<file path="src/rtl/brg_pkg.sv">
package brg_pkg;

  typedef enum logic [1:0] {
    MODE_DIV3 = 2'd0,   // divisor 0: period of three
    MODE_INV  = 2'd1,   // divisor 1: inverted input clock
    MODE_HALF = 2'd2,   // divisor 2: 50% square wave
    MODE_GEN  = 2'd3    // divisor >= 3: two low, rest high
  } brg_mode_e;

  function automatic brg_mode_e brg_classify(input logic is_zero,
                                             input logic is_one,
                                             input logic is_two);
    if (is_zero)     return MODE_DIV3;
    else if (is_one) return MODE_INV;
    else if (is_two) return MODE_HALF;
    else             return MODE_GEN;
  endfunction

endpackage

</file>
<file path="src/rtl/brg_divisor_regs.sv">
module brg_divisor_regs #(
  parameter int BYTE_W = 8,
  parameter int LANES  = 2,
  localparam int DIV_W = BYTE_W * LANES
) (
  input  logic              clk,
  input  logic              rst,
  input  logic [LANES-1:0]  wr_lane,
  input  logic [BYTE_W-1:0] wr_data,
  output logic [DIV_W-1:0]  div_q,
  output logic [DIV_W-1:0]  div_d,
  output logic              load,
  output logic              is_one_q
);

  assign load = |wr_lane;

  for (genvar g = 0; g < LANES; g++) begin : g_lane
    assign div_d[g*BYTE_W +: BYTE_W] =
      wr_lane[g] ? wr_data : div_q[g*BYTE_W +: BYTE_W];
  end

  always_ff @(posedge clk) begin
    if (rst) begin
      div_q    <= '0;
      is_one_q <= 1'b0;
    end else begin
      div_q    <= div_d;
      is_one_q <= (div_d == DIV_W'(1));
    end
  end

  // no strobe, no change of the stored divisor
  p_hold_r9: assert property (@(posedge clk) disable iff (rst)
    !load |=> $stable(div_q));

  // the low lane takes the data byte
  p_lo_lane_r2: assert property (@(posedge clk) disable iff (rst)
    wr_lane[0] |=> div_q[BYTE_W-1:0] == $past(wr_data));

  // reset clears the divisor
  p_rst_clear_r1: assert property (@(posedge clk)
    rst |=> (div_q == '0) && !is_one_q);

endmodule

</file>
<file path="src/rtl/brg_counter.sv">
module brg_counter
  import brg_pkg::*;
#(
  parameter int DIV_W = 16
) (
  input  logic             clk,
  input  logic             rst,
  input  logic [DIV_W-1:0] div_d,
  input  logic [DIV_W-1:0] div_q,
  input  logic             load,
  output logic             wave_q,
  output logic             tick_q
);

  localparam logic [DIV_W-1:0] ONE   = DIV_W'(1);
  localparam logic [DIV_W-1:0] TWO   = DIV_W'(2);
  localparam logic [DIV_W-1:0] THREE = DIV_W'(3);

  brg_mode_e        mode_d;
  logic [DIV_W-1:0] period_m1;
  logic [DIV_W-1:0] hi_start;
  logic [DIV_W-1:0] cnt_q;
  logic [DIV_W-1:0] cnt_d;

  assign mode_d = brg_classify(div_d == '0, div_d == ONE, div_d == TWO);

  always_comb begin
    unique case (mode_d)
      MODE_DIV3: begin period_m1 = TWO;         hi_start = '0;           end
      MODE_INV:  begin period_m1 = '0;          hi_start = '0;           end
      MODE_HALF: begin period_m1 = ONE;         hi_start = '0;           end
      default:   begin period_m1 = div_d - ONE; hi_start = div_d - THREE; end
    endcase
  end

  assign cnt_d = (load || cnt_q == '0) ? period_m1 : cnt_q - ONE;

  always_ff @(posedge clk) begin
    if (rst) begin
      cnt_q  <= TWO;
      wave_q <= 1'b0;
      tick_q <= 1'b0;
    end else begin
      cnt_q  <= cnt_d;
      wave_q <= (mode_d != MODE_INV) && (cnt_d <= hi_start);
      tick_q <= (mode_d == MODE_INV) || (cnt_d == hi_start);
    end
  end

  // outputs low right after reset
  p_rst_low_r1: assert property (@(posedge clk)
    rst |=> !wave_q && !tick_q);

  // a write starts a period at its low phase
  p_reload_low_r3: assert property (@(posedge clk) disable iff (rst)
    (load && mode_d != MODE_INV) |=> !wave_q);

  // enable only while the waveform is high
  p_tick_high_r8: assert property (@(posedge clk) disable iff (rst)
    (tick_q && div_q != ONE) |-> wave_q);

  // every rise carries the enable
  p_rise_tick_r8: assert property (@(posedge clk) disable iff (rst)
    $rose(wave_q) |-> tick_q);

  // two low cycles precede each rise for the general shape
  p_low_two_r7: assert property (@(posedge clk) disable iff (rst)
    ($rose(wave_q) && div_q != TWO) |-> !$past(wave_q, 2));

endmodule

</file>
<file path="src/rtl/brg_outmux.sv">
module brg_outmux (
  input  logic clk,
  input  logic inv_sel,
  input  logic wave_q,
  output logic baud_out
);

  // Divide-by-one path: the inverted input clock, chosen from a registered select
  assign baud_out = inv_sel ? ~clk : wave_q;

endmodule

</file>
<file path="src/rtl/baud_gen.sv">
module baud_gen #(
  parameter int BYTE_W = 8,
  localparam int LANES = 2,
  localparam int DIV_W = BYTE_W * LANES
) (
  input  logic              clk,
  input  logic              rst,
  input  logic              wr_lo,
  input  logic              wr_hi,
  input  logic [BYTE_W-1:0] wr_data,
  output logic              baud_out,
  output logic              baud_tick
);

  logic [DIV_W-1:0] div_q;
  logic [DIV_W-1:0] div_d;
  logic             load;
  logic             is_one_q;
  logic             wave_q;

  brg_divisor_regs #(.BYTE_W(BYTE_W), .LANES(LANES)) u_regs (
    .clk      (clk),
    .rst      (rst),
    .wr_lane  ({wr_hi, wr_lo}),
    .wr_data  (wr_data),
    .div_q    (div_q),
    .div_d    (div_d),
    .load     (load),
    .is_one_q (is_one_q)
  );

  brg_counter #(.DIV_W(DIV_W)) u_cnt (
    .clk    (clk),
    .rst    (rst),
    .div_d  (div_d),
    .div_q  (div_q),
    .load   (load),
    .wave_q (wave_q),
    .tick_q (baud_tick)
  );

  brg_outmux u_mux (
    .clk      (clk),
    .inv_sel  (is_one_q),
    .wave_q   (wave_q),
    .baud_out (baud_out)
  );

endmodule

</file>
<file path="config.mk">
export PLATFORM = sky130hd
export DESIGN_NAME = baud_gen
export DESIGN_NICKNAME = d
export VERILOG_FILES = /design/src/rtl/brg_pkg.sv /design/src/rtl/brg_divisor_regs.sv /design/src/rtl/brg_counter.sv /design/src/rtl/brg_outmux.sv /design/src/rtl/baud_gen.sv
export SDC_FILE = /design/constraint.sdc
export NUM_CORES = 1
export LEC_CHECK = 0
export ABC_AREA = 1
export BUFFER_PORTS_ARGS = -buffer_cell sky130_fd_sc_hd__buf_2
export CORE_ASPECT_RATIO = 1.75
export CORE_MARGIN = 2
export CORE_UTILIZATION = 40
export CTS_CLUSTER_SIZE = 28
export DETAILED_ROUTE_END_ITERATION = 10
export MAX_ROUTING_LAYER = met4
export SYNTH_ARGS = -nofsm -noshare
export SYNTH_HDL_FRONTEND = slang
export SYNTH_SLANG_ARGS = --single-unit
</file>
<file path="constraint.sdc">
create_clock -name clk -period 2.9 [get_ports clk]
set_input_delay 0.435 -clock clk [delete_from_list [all_inputs] [get_ports clk]]
set_output_delay 0.435 -clock clk [all_outputs]
set_load 0.005 [all_outputs]
</file>
==> results.md <==
* Drt total wl at 10.17 mm
* HP Start: rst
* Die area at 8810 sq um
* RD Place Congestion at 0.8918
* Startpoint types: flop
* Gate Count Post-Synth at 503
* 1st-pass router iterations at 4
* Top FF cell, synth: dfxtp_1
* Worst Setup EP: u_cnt.tick_q
* Yosys top cell area share at 0.2176
* Fillers at 700
* # diodes at 0
* Largest net degree at the start of global routing at 35
* R2R Path End: u_cnt.tick_q
* DRT iter0 DRCs at 123
* Area growth from synthesis to layout at 42.87%
* Mean post-synth cell area at 6.400 sq um
* Count leader, synth: nand2_1
* Synth Register Bits at 35
* Synth top cells by count: nand2_1 (137), nor2_1 (69), inv_1 (53), nand3_1 (36), dfxtp_1 (35)
* Crit path max fanout at 6
* Power Internal at 1.417 mW
* PortBufs at 13
* Cell variety after synth at 30
* Global-route wire length before repair at 15.59 mm
* Clk pin slew, worst setup/hold paths at 0.05 ns
* Vias in the first global route at 3547
* Outcome: finished clean
* Most area-hungry cell type in the Yosys netlist: dfxtp_1
* GRT overflow at 0
* Fmax at 355.7 MHz
* Routed wire per std cell at 14.32 um
* Setup crit start: u_regs.div_q[1]
* Post-synthesis sequential area ratio at 0.2176
* Worst hold path type: input port to flop
* Maximum VDD drop at 0.4755 mV
* Std cell rows at 43
* Via density at 5.020
* Fraction of registers with async set/reset at 0
* Post-Syn Nets at 538
* DP Area at 3996 sq um
* Period minus WS final at 2.811 ns
* IO Pins at 14
* Cell Pwr Density at 457.7 nW/um^2
* Reg power frac at 0.259
* Final net count at 654
* Share of cells above drive strength 1 at 0.3887
* Reg-to-reg startpoint: u_regs.div_q[1]
* CTS tree: built
* Reg area at 704.4 sq um
* Final Max Tran Viols at 0
* CP arrival at 3.14 ns
* Worst-Margin Slew at 0.6685 ns
* Fin crit share at 0.9694
* Switching pwr at 687.8 uW
* Layout Cells excl Fill at 710
* Die W at 71.82 um
* Core area at 7855 sq um
* Clock Skew at 0.004757 ns
* Setup slack, reg-to-reg at 0.09 ns
* Vias at 3564
* Clock Power Share at 0.364
* R2R depth at 22
* Antenna violations before repair at 0
* TNS Setup at 0 ns
* Hold Slack at 0.5530 ns
* Initial Util at 0.4098
* Top area cells in the synthesized netlist: dfxtp_1 (22%), nand2_1 (16%), ha_1 (8.9%)
* Worst slew margin at 0.5543
* Endpoints failing setup at 0
* RSZ-0062 raised after global routing: true
* P_leak at 2.407 nW
* Multi-input gate area at 2457 sq um
* Total Routing Usage GR at 0.2421
* Post-Syn Area at 3219 sq um
* Inst Count DP at 684
* Final ANT Viol Nets at 0
* Yosys warnings at 0
* Critical Path RT at 3.23 ns
* Part of the power in combinational logic at 0.377
* Clock network latency to the later pin of the worst-skew pair at 0.40 ns
* Crit end category: flop
* Final hold violations at 0
* Sw Share at 0.3267
* Post-synth EDFFs at 0
* DRC viols at 0
* Final HPWL DP at 7.979 mm
* Final Cell Area at 4599 sq um
* WS Path Type: flop to flop
* Die Span Y at 122.7 um
* Max-Cap Viols at 0
[timing repair]
item / 4_1_cts / 5_1_grt
endpoints found under the setup margin: 0 / 2
setup buffers: 0 / 15
hold buffers: 0 / 0
resized for setup: 0 / 68
[layout by cell type (no fill, tap or decap), types with 3 or more instances in the layout]
master,n
a21oi_1,28
buf_2,13
buf_4,98
buf_6,5
clkbuf_16,8
dfxtp_1,32
dfxtp_2,3
ha_1,16
ha_4,6
inv_1,45
inv_2,8
inv_4,3
nand2_1,128
nand2_2,29
nand2_4,12
nand3_1,31
nand3_2,14
nand4_1,7
nor2_1,58
nor2_2,11
nor2_4,15
o21ai_0,11
or2_2,3
xnor2_1,3
xor2_1,12
[layer usage]
layer | global-route usage | up-vias | part of all wire
met4 | 0.1486 | 0 | 0.057
met5 | - | - | 0
li1 | - | 1816 | -
met3 | 0.03859 | 42 | 0.027
met1 | 0.2122 | 1627 | 0.35
met2 | 0.4659 | 79 | 0.57
[how the worst min path moves through the flow]
stage,end,cells after the start
2_1_floorplan,baud_out,1
3_3_place_gp,u_cnt.cnt_q[0],3
3_5_place_dp,u_cnt.cnt_q[0],3
4_1_cts,u_cnt.cnt_q[0],3
5_1_grt,u_regs.div_q[15],2
6_report,u_cnt.cnt_q[13],2
[sequential cells by signal, summed over array words and instances (netlist names)]
register         cells
u_cnt.cnt_q         16
u_regs.div_q        16
u_cnt.tick_q         1
u_cnt.wave_q         1
u_regs.is_one_q      1
[cells by family after synthesis]
family | count (synthesis) | synth area share
adder cells (fa/ha/maj) | 23 | 0.08939
buffers and inverters | 68 | 0.09211
XOR/XNOR | 15 | 0.04081
AND/OR/NAND/NOR | 317 | 0.4889
flip-flops | 35 | 0.2176
AO/OA/AOI/OAI | 45 | 0.07112
[critical path, stage by stage, from the launching register on]
cell,delay (ns)
dfxtp_1,0.30
inv_1,0.03
nand2_1,0.06
nand2_2,0.10
buf_6,0.14
ha_4,0.17
nand2_4,0.07
nor2_4,0.04
nand2_4,0.11
nand2_4,0.07
nor2_4,0.18
buf_6,0.16
nand3_4,0.08
ha_4,0.28
nand2_2,0.05
inv_2,0.06
nand3_2,0.06
or3_4,0.38
inv_4,0.07
nand2_2,0.04
nor2_1,0.09
inv_1,0.08
a21oi_2,0.13
[power by group through the flow]
stage | combinational [mW] | clock [mW] | sequential [mW]
finish | 0.794 | 0.766 | 0.545
global route | 0.880 | 0.794 | 0.549
CTS | 0.696 | 0.780 | 0.540
detailed placement | 0.692 | 0.00375 | 0.551
global placement | 0.682 | 0.00375 | 0.550
floorplan | 0.428 | 0.00186 | 0.544
[metrics by stage]
step                      power, mW  setup WS [ns]  utilization
after global routing          2.223        -0.1319       0.5855
after CTS                     2.017        0.06947       0.5382
after floorplan              0.9738       0.005808            -
after global placement        1.235        -0.1697       0.5088
final                         2.105        0.08863       0.5855
after detailed placement      1.247        -0.2586       0.5088
[final cells by class]
| class | count | area share |
|---|---|---|
| multi-input combinational | 400 | 0.5343 |
| clock buffer | 12 | 0.05141 |
| tap | 90 | 0.02448 |
| sequential | 35 | 0.1532 |
| timing repair buffer | 115 | 0.1853 |
| inverter | 58 | 0.05141 |
Note: power is estimated with default switching activity, not from simulation.
